`src/rtl/burst_addr_pkg.sv`:
```
package burst_addr_pkg;

  // Ordering applied to the low address bits
  typedef enum logic {
    SEQ_LINEAR     = 1'b0,
    SEQ_INTERLEAVE = 1'b1
  } seq_order_e;

  // Which strobe was granted on a load edge
  typedef enum logic [1:0] {
    GRANT_NONE = 2'd0,
    GRANT_CPU  = 2'd1,
    GRANT_CTL  = 2'd2
  } ld_grant_e;

endpackage

```
`src/rtl/burst_beat_ctr.sv`:
```
// Holds the captured low start bits and the running beat number.
module burst_beat_ctr #(
  parameter int BEAT_W = 2
) (
  input  logic              clk,
  input  logic              rst_n,
  input  logic              load,
  input  logic              step,
  input  logic [BEAT_W-1:0] start_d,
  output logic [BEAT_W-1:0] start_q,
  output logic [BEAT_W-1:0] beat_q
);

  always_ff @(posedge clk or negedge rst_n) begin
    if (!rst_n) begin
      start_q <= '0;
      beat_q  <= '0;
    end else if (load) begin
      start_q <= start_d;
      beat_q  <= '0;
    end else if (step) begin
      beat_q  <= beat_q + BEAT_W'(1);
    end
  end

endmodule

```
`src/rtl/burst_seq_map.sv`:
```
// Maps start bits and beat number onto the issued low address bits.
module burst_seq_map #(
  parameter int BEAT_W = 2
) (
  input  burst_addr_pkg::seq_order_e order,
  input  logic [BEAT_W-1:0]          start,
  input  logic [BEAT_W-1:0]          beat,
  output logic [BEAT_W-1:0]          low
);
  import burst_addr_pkg::*;

  logic [BEAT_W-1:0] lin_low;
  logic [BEAT_W-1:0] ilv_low;

  // Linear: modular sum, the carry out of the top bit is dropped
  assign lin_low = start + beat;

  // Interleaved: per-bit XOR
  for (genvar b = 0; b < BEAT_W; b++) begin : g_ilv
    assign ilv_low[b] = start[b] ^ beat[b];
  end

  always_comb begin
    unique case (order)
      SEQ_LINEAR:     low = lin_low;
      SEQ_INTERLEAVE: low = ilv_low;
      default:        low = ilv_low;
    endcase
  end

endmodule

```
`src/rtl/burst_addr_gen.sv`:
```
module burst_addr_gen #(
  parameter int ADDR_W = 15,
  parameter int BEAT_W = 2
) (
  input  logic              clk,
  input  logic              rst_n,
  input  logic              cpu_ld_n,
  input  logic              ctl_ld_n,
  input  logic              adv_n,
  input  logic              order_lin_n,
  input  logic [ADDR_W-1:0] addr_i,
  output logic [ADDR_W-1:0] addr_o
);
  import burst_addr_pkg::*;

  localparam int UPPER_W = ADDR_W - BEAT_W;

  ld_grant_e          grant;
  logic               load;
  logic               step;
  seq_order_e         order;
  logic [UPPER_W-1:0] upper_q;
  logic [BEAT_W-1:0]  start_q;
  logic [BEAT_W-1:0]  beat_q;
  logic [BEAT_W-1:0]  low;

  // Fixed priority: processor strobe first
  always_comb begin
    if (!cpu_ld_n)      grant = GRANT_CPU;
    else if (!ctl_ld_n) grant = GRANT_CTL;
    else                grant = GRANT_NONE;
  end

  assign load  = (grant != GRANT_NONE);
  assign step  = !adv_n;
  assign order = order_lin_n ? SEQ_INTERLEAVE : SEQ_LINEAR;

  always_ff @(posedge clk or negedge rst_n) begin
    if (!rst_n)    upper_q <= '0;
    else if (load) upper_q <= addr_i[ADDR_W-1:BEAT_W];
  end

  burst_beat_ctr #(.BEAT_W(BEAT_W)) u_ctr (
    .clk     (clk),
    .rst_n   (rst_n),
    .load    (load),
    .step    (step),
    .start_d (addr_i[BEAT_W-1:0]),
    .start_q (start_q),
    .beat_q  (beat_q)
  );

  burst_seq_map #(.BEAT_W(BEAT_W)) u_map (
    .order (order),
    .start (start_q),
    .beat  (beat_q),
    .low   (low)
  );

  assign addr_o = {upper_q, low};

endmodule

```
`config.mk`:
```
export PLATFORM = sky130hd
export DESIGN_NAME = burst_addr_gen
export DESIGN_NICKNAME = d
export VERILOG_FILES = /design/src/rtl/burst_addr_pkg.sv /design/src/rtl/burst_beat_ctr.sv /design/src/rtl/burst_seq_map.sv /design/src/rtl/burst_addr_gen.sv
export SDC_FILE = /design/constraint.sdc
export NUM_CORES = 1
export LEC_CHECK = 0
export BUFFER_PORTS_ARGS = -buffer_cell sky130_fd_sc_hd__buf_2
export CAP_MARGIN = 10
export CORE_MARGIN = 2
export CORE_UTILIZATION = 25
export CTS_CLUSTER_SIZE = 25
export DETAILED_ROUTE_END_ITERATION = 7
export GPL_TIMING_DRIVEN = 0
export MAX_ROUTING_LAYER = met4
export PLACE_DENSITY = 0.58
export SYNTH_ARGS = -nofsm -noshare
export SYNTH_HDL_FRONTEND = slang
export SYNTH_SLANG_ARGS = --single-unit
```
`constraint.sdc`:
```
create_clock -name clk -period 1.2 [get_ports clk]
set_input_delay 0.12 -clock clk [delete_from_list [all_inputs] [get_ports clk]]
set_output_delay 0.12 -clock clk [all_outputs]
set_load 0.005 [all_outputs]
```
### Word level (Yosys, flattened, before mapping)

Cells that the tools add are included.

| word-level totals | value |
|---|---|
| input bits | 21 |
| logic and storage cells | 16 |
| latch bits | 0 |
| bits in read-only memories | 0 |
| flip-flop bits (word level) | 17 |
| bits in writable memories | 0 |
| output and inout port bits | 15 |
| memories | 0 |

| cells by class | value |
|---|---|
| $lt $le $gt $ge | 0 |
| equality and inequality tests | 1 |
| multiply operators | 0 |
| muxes and demuxes | 6 |
| bitwise gates (word level) | 3 |
| shift-type cells | 0 |
| divide/modulo/power cells | 0 |
| add/subtract/negate cells | 2 |
| reductions and logical operators | 1 |

Operators with widths:

| kind | count |
|---|---|
| $mux 2 | 4 |
| $pmux 2 s2 | 1 |
| $add 2x1->2 const B | 1 |
| $add 2x2->2 | 1 |
| $ne 2x1->1 const B | 1 |
| $reduce_bool 2->1 | 1 |
| $xor 1x1->1 | 2 |
| $mux 1 | 1 |
| $not 1->1 | 1 |

### Logic depth before layout (Yosys ltp)

Gate-level depths: netlist of run 1.

| depth | value |
|---|---|
| depth in word-level cells | 4 |
| mapped depth | 3 |
| depth with buffers taken out | 3 |

### Hierarchy

A second synthesis of run 1 with hierarchy kept.

| unflattened totals | value |
|---|---|
| cell total of the unflattened synthesis | 44 |
| area, all modules | 720.7 µm² |

Modules (own cells, without submodules):

| module | sequential area each (µm²) | instances | cells each | area each (µm²) |
|---|---|---|---|---|
| burst_addr_gen | 325.3 | 1 | 29 | 526.8 |
| burst_beat_ctr | 100.1 | 1 | 11 | 157.7 |
| burst_seq_map | 0.0 | 1 | 4 | 36.3 |

### Least setup slack after synthesis of run 1

OpenSTA, ideal clock, no wires.

| timing | value |
|---|---|
| path kind | register -> output |
| start point | reg u_ctr.start_q[0] |
| end point | out addr_o[1] |
| data required time | 1.080 ns |
| slack | 0.263 ns |
| arrival time | 0.817 ns |
| path buffers | 0 |
| cell stages (with the launch flop) | 4 |
| cell sequence | dfrtp_1 ha_1 nor2b_1 xnor2_1 |

| on the way | value |
|---|---|
| cells in the longest elaborated chain, start to end | 2 |

Ends and longest elaborated chain:

| what | RTL line | source |
|---|---|---|
| from (decl) | burst_beat_ctr.sv:10 | `output logic [BEAT_W-1:0] start_q,` |
| from (signal assigned) | burst_beat_ctr.sv:19 | `start_q <= start_d;` |
| $add 2x2->2 | burst_seq_map.sv:16 | `assign lin_low = start + beat;` |
| $pmux 2 s2 | burst_seq_map.sv:24 | `unique case (order)` |
| to (decl) | burst_addr_gen.sv:12 | `output logic [ADDR_W-1:0] addr_o` |

Every way passes these cells.

### Worst setup path after layout of run 1

Ends and elaborated chain as after synthesis.

==> impl_metrics.csv, run 1 <==
group,metric,value,unit
sta,holdWs,0.0615,ns
cts,cts_buffers,3,
power_and_ir_drop,p_int,0.000879,W
run,max-cap-violations,0,
die,io_pins,36,
sta,slew_headroom,73.9,%
critical_path,crit_chain,"ha_4, nor2b_4, xnor2_1, buf_2",
routing,wl_per_cell,11.5,µm
die,dieArea,3310,µm²
sta,setup_slack,-0.146,ns
min_path,worstHoldPathCells,2,
die,placementRows,19,
critical_path,cpPeakStageDelay,0.42,ns
die,core-area,2730,µm²
critical_path,worstPathMaxFanout,2,
cts,clk_pin_slew,0.09,ns
routing,drt-total-wl,1.35,mm
finish,final_cell_area,1010,µm²
synthesis,yosysSeqAreaShare,59.3,%
routing,via_count,500,
power_and_ir_drop,switching_share,23.6,%
critical_path,cp.arrival,1.23,ns
power_and_ir_drop,power_density,1130,nW/µm²
finish,layout-drive-gt1-share,70.9,%
min_path,hold_end,"upper_q[11]$_DFFE_PN0N_",
cts,cts_tree,"done",
synthesis,synth_area,717,µm²
power_and_ir_drop,switchingPower,0.000271,W
placed_design,io_buffers,35,
power_and_ir_drop,combinationalPowerShare,18.6,%
cts,clk_latency,0.28,ns
finish,antenna_cells,0,
synthesis,yosysWarningCount,0,
sta,fin_worst_skew,0.000124,ns
cts,clkSinkCount,17,
outcome,status,"finished with violations",
critical_path,worstReg2RegStart,"u_ctr.start_q[0]$_DFFE_PN0N_",
grt,grt_remaining_overflow,0,
die,initial_core_util,26.2,%
grt,grt_max_degree,18,
placed_design,gp_congestion,0.660,
synthesis,netlist_instances,44,
min_path,hp-start,"addr_i[13]",
power_and_ir_drop,ir_drop,539,µV
synthesis,synth_area_per_cell,16.3,µm²
power_and_ir_drop,pwr-share-clk,25.6,%
critical_path,critPathLaunch,"u_ctr.start_q[0]$_DFFE_PN0N_",
critical_path,critPathCaptureType,"primary output",
critical_path,rr_worst_depth,3,
grt,track_usage,8.69,%
sta,fin_crit,1.35,ns
synthesis,synth_cell_types,11,
placed_design,dpl_cell_area,931,µm²
critical_path,crit_path_start_kind,"register",
critical_path,worstSetupPathType,"reg2out",
min_path,hp-class,"in2reg",
routing,vias_per_cell,4.27,
sta,drv_slew,0,
finish,utilization,37.1,%
finish,area_delta_synth_final,41.4,%
synthesis,syn-num-nets,66,
routing,drc_errors,0,
finish,fin_cells,117,
placed_design,dp_cells,110,
finish,final_nets,109,
sta,tightest_slew,0.391,ns
cts,root_buffer,"clkbuf_4",
routing,antenna_left,0,
sta,rsz0062_at_grt,"true",
sta,finalSetupViolations,1,
critical_path,reg2reg_slack,0.16,ns
sta,maxClockFrequency,743,MHz
grt,grt_pass1_wl,2.04,mm
routing,drtPass1Iterations,2,
critical_path,cp_num_buf_inv,1,
outcome,violations,"setup timing",
sta,min_period_over_period,112,%
grt,first_global_vias,464,
critical_path,slowest_stage,"dfrtp_1",
sta,hold_viol_final,0,
synthesis,ys_ff_latch,17,
power_and_ir_drop,p_leak,0.514,nW
critical_path,required,1.08,ns
routing,drtIter0Drc,10,
critical_path,r2r-end,"u_ctr.start_q[0]$_DFFE_PN0N_",
cts,htree_levels,1,
finish,fill_cells,281,
die,die_y,57.6,µm
power_and_ir_drop,pwr-share-seq,55.8,%
die,fp.dieW,57.6,µm
cts,cts.path.max_buffers,2,
grt,grt_antenna_before_repair,0,
critical_path,cp_top_family,"flip-flops",
placed cells by master, fill, tap and decap left out:
master / n
clkbuf_4: 3
dfrtp_1: 17
nor2b_1: 2
nand2_4: 1
mux2_2: 7
nor2_1: 1
mux2_4: 8
ha_4: 1
buf_4: 3
clkinv_2: 1
xnor2_1: 3
nor2b_4: 1
dlygate4sd3_1: 1
nor3_1: 1
buf_6: 2
buf_2: 34
metal layers:
metal	up-vias	GRT usage [%]	share of wire, %
li1	231	-	-
met4	0	2.99	0.82
met5	-	-	0
met2	22	14.0	50
met1	245	8.97	39
met3	2	4.76	10
power groups by stage:
stage,Sequential [W],Combinational [W],Clock (W)
5_1_grt,0.000648,0.000233,0.000344
3_5_place_dp,0.000651,0.000197,0
2_1_floorplan,0.000654,0.0000926,0
4_1_cts,0.000640,0.000209,0.000323
3_3_place_gp,0.000648,0.000193,0
6_report,0.000641,0.000214,0.000294
through the flow:
| step | worst slack [ns] | total power, W | setup TNS, ns |
|---|---|---|---|
| floorplan | 0.263 | 0.000747 | 0 |
| global placement | 0.164 | 0.000841 | 0 |
| detailed placement | 0.144 | 0.000848 | 0 |
| CTS | -0.186 | 0.00117 | -0.289 |
| global route | -0.222 | 0.00123 | -0.254 |
| finish | -0.146 | 0.00115 | -0.146 |
sequential cells by signal, indices dropped and copies added (netlist names):
register	cells
upper_q	13
u_ctr.beat_q	2
u_ctr.start_q	2
cell usage after synthesis, drive strengths merged:
master / count / area, µm²
xnor2: 3 / 26.3
dfrtp: 17 / 425
nor2: 1 / 3.75
clkbuf: 1 / 3.75
buf: 1 / 11.3
ha: 1 / 12.5
nor3: 1 / 5.00
nand2: 1 / 11.3
mux2: 15 / 199
nor2b: 3 / 18.8
what timing repair did:
action                                  CTS  global route
endpoints found under the setup margin    2             2
gates resized for setup                   3             2
buffers inserted                          2             1
pin swaps                                 2             2
hold buffers                              1             0
endpoints found under the hold margin    17             0
layout make-up:
type	count	area, µm²	share of cell area, %
plain buffers	1	11.3	1.11
clock buffers	3	22.5	2.22
clock inverters	1	5.00	0.494
multi-input cells	25	297	29.3
flip-flops and latches	17	425	42.0
well taps	31	38.8	3.83
repair buffers	39	214	21.1
kinds of logic after synthesis:
group	after synthesis	synth area share (%)
flops	17	59.3
fa+ha+maj	1	1.74
mux	15	27.7
simple gates	6	5.41
xor+xnor	3	3.67
buf+inv	2	2.09
worst max path at each step:
stage / end / slack (ns) / cells after the start
CTS: addr_o[1] / -0.19 / 4
global route: addr_o[1] / -0.22 / 4
detailed placement: addr_o[1] / 0.14 / 4
finish: addr_o[1] / -0.15 / 4
floorplan: addr_o[1] / 0.26 / 3
global placement: addr_o[1] / 0.16 / 4
(Power assumes the default switching activity.)
==> run 2, diff against run 1 <==
--- a/config.mk
+++ b/config.mk
@@ -7,13 +7,14 @@
 export LEC_CHECK = 0
 export BUFFER_PORTS_ARGS = -buffer_cell sky130_fd_sc_hd__buf_2
 export CAP_MARGIN = 10
+export CORE_ASPECT_RATIO = 0.6
 export CORE_MARGIN = 2
 export CORE_UTILIZATION = 25
 export CTS_CLUSTER_SIZE = 25
 export DETAILED_ROUTE_END_ITERATION = 7
 export GPL_TIMING_DRIVEN = 0
 export MAX_ROUTING_LAYER = met4
-export PLACE_DENSITY = 0.58
+export PLACE_DENSITY_LB_ADDON = 0.05
 export SYNTH_ARGS = -nofsm -noshare
 export SYNTH_HDL_FRONTEND = slang
 export SYNTH_SLANG_ARGS = --single-unit
==> impl_metrics.csv, run 2 (synthesis results as in run 1) <==
group,metric,value,unit
critical_path,critPathLaunch,"u_ctr.beat_q[0]$_DFFE_PN0P_",
routing,antenna_left,0,
placed_design,gp_congestion,0.675,
die,placementRows,14,
outcome,violations,"setup timing",
finish,layout_common_cells,"buf_2 (35), dfrtp_1 (17), mux2_4 (8), mux2_2 (7)",
routing,drc_errors,0,
cts,cts.path.max_buffers,2,
power_and_ir_drop,p_leak,0.506,nW
sta,setup_slack,-0.0926,ns
cts,htree_levels,1,
cts,clkSinkCount,17,
grt,use_met2,14.6,%
power_and_ir_drop,total_power,0.00125,W
sta,min_period_over_period,108,%
sta,tightest_slew,0.385,ns
critical_path,slowest_stage,"dfrtp_1",
finish,antenna_cells,0,
grt,grt_pass1_wl,2.17,mm
finish,fill_cells,259,
sta,rsz0062_at_grt,"true",
finish,top_register,"upper_q",
grt,grt-busiest-layer,"met2",
routing,drtPass1Iterations,2,
grt,grt_max_degree,18,
routing,drt-total-wl,1.38,mm
placed_design,pre_cts_ws,0.129,ns
finish,top_regs,"upper_q: 13 flops, u_ctr.beat_q: 2 flops, u_ctr.start_q: 2 flops",
routing,vias_per_cell,4.04,
cts,clk_pin_slew,0.06,ns
sta,fin_worst_skew,0.0000378,ns
critical_path,r2r-end,"u_ctr.start_q[0]$_DFFE_PN0N_",
cts,cts_buffers,3,
grt,track_usage,9.33,%
critical_path,crit_chain,"ha_2, nor2b_4, xnor2_1, buf_2",
cts,cts_tree,"done",
critical_path,required,1.08,ns
critical_path,worstSetupPathType,"reg2out",
die,io_pins,36,
finish,utilization,38.4,%
finish,layout-drive-gt1-share,69.0,%
critical_path,cp.arrival,1.17,ns
cts,root_buffer,"clkbuf_8",
min_path,hp-class,"in2reg",
power_and_ir_drop,power_density,1250,nW/µm²
routing,wl_per_cell,11.9,µm
grt,global_route.usage.met3,5.31,%
critical_path,cpPeakStageDelay,0.39,ns
critical_path,rr_worst_depth,2,
grt,first_global_vias,490,
critical_path,crit_path_start_kind,"register",
placed_design,hpwl,1.06,mm
grt,grt_remaining_overflow,0,
routing,drtIter0Drc,17,
sta,maxClockFrequency,774,MHz
critical_path,worstReg2RegStart,"u_ctr.start_q[0]$_DFFE_PN0N_",
die,core-area,2610,µm²
critical_path,worstPathMaxFanout,3,
die,initial_core_util,27.5,%
critical_path,crit_end,"addr_o[1]",
placed_design,io_buffers,35,
critical_path,critPathCaptureType,"primary output",
finish,largest_reg_flops,13,
sta,slew_headroom,74.3,%
cts,clk_latency,0.24,ns
run,max-cap-violations,0,
outcome,status,"finished with violations",
finish,area_delta_synth_final,39.6,%
sta,fin_crit,1.29,ns
placed_design,dp_cells,111,
sta,drv_slew,0,
critical_path,reg2reg_slack,0.32,ns
finish,final_common_cell,"buf_2",
die,dieArea,3330,µm²
sta,finalSetupViolations,1,
power_and_ir_drop,ir_drop,642,µV
finish,fin_cells,116,
sta,hold_viol_final,0,
grt,gr-usage-met1,11.3,%
grt,grt_antenna_before_repair,0,
finish,final_nets,107,
routing,via_count,469,
die,fp.dieW,73.1,µm
die,die_y,45.5,µm
-- run 2: layout make-up --
type	instances	area, µm²	share of cell area, %
flip-flops and latches	17	425	42.5
multi-input cells	25	287	28.6
repair buffers	37	193	19.3
clock buffers	4	45.0	4.50
well taps	32	40.0	4.00
plain buffers	1	11.3	1.13
-- run 2: how the worst min path moves through the flow --
| stage | startpoint | end | slack [ns] | cells past startpoint |
|---|---|---|---|---|
| floorplan | rst_n | u_ctr.beat_q[0]$_DFFE_PN0P_ | -0.18 | 0 |
| global placement | rst_n | upper_q[8]$_DFFE_PN0N_ | 0.07 | 1 |
| detailed placement | rst_n | upper_q[8]$_DFFE_PN0N_ | 0.07 | 1 |
| CTS | addr_i[4] | upper_q[2]$_DFFE_PN0N_ | 0.09 | 2 |
| global route | addr_i[3] | upper_q[1]$_DFFE_PN0N_ | 0.09 | 2 |
| finish | addr_i[4] | upper_q[2]$_DFFE_PN0N_ | 0.1 | 2 |
-- run 2: worst max-delay path, delay by kind of cell (launching register included) --
family / cells / cell delay, ns
simple gates: 1 / 0.12
fa+ha+maj: 1 / 0.18
xor+xnor: 1 / 0.12
flops: 1 / 0.39
buf+inv: 1 / 0.13
-- run 2: stage by stage --
stage / cell area (µm²) / TNS (ns) / hold WS, ns
2_1_floorplan: 717 / 0 / -0.176
6_report: 1000 / -0.0926 / 0.0998
3_5_place_dp: 932 / 0 / 0.0681
5_1_grt: 1000 / -0.148 / 0.0914
4_1_cts: 993 / -0.121 / 0.0921
3_3_place_gp: 932 / 0 / 0.0730
-- run 2: repair_timing --
item | 4_1_cts | 5_1_grt
buffers inserted | 1 | 0
endpoints found under the setup margin | 2 | 2
hold endpoints to repair | 17 | 0
resized for setup | 1 | 2
hold buffers | 1 | 0
-- run 2: per-layer routing --
| layer | wire (µm) | part of all wire [%] |
|---|---|---|
| met2 | 592 | 43 |
| met1 | 662 | 48 |
| met4 | 0 | 0 |
| met3 | 124 | 9.0 |
| met5 | 0 | 0 |
-- run 2: power breakdown --
| part | switching [W] | internal [W] | total (W) |
|---|---|---|---|
| clock | 0.000177 | 0.000235 | 0.000412 |
| sequential | 0.0000239 | 0.000618 | 0.000642 |
| combinational | 0.0000736 | 0.000125 | 0.000199 |
| total | 0.000275 | 0.000978 | 0.00125 |
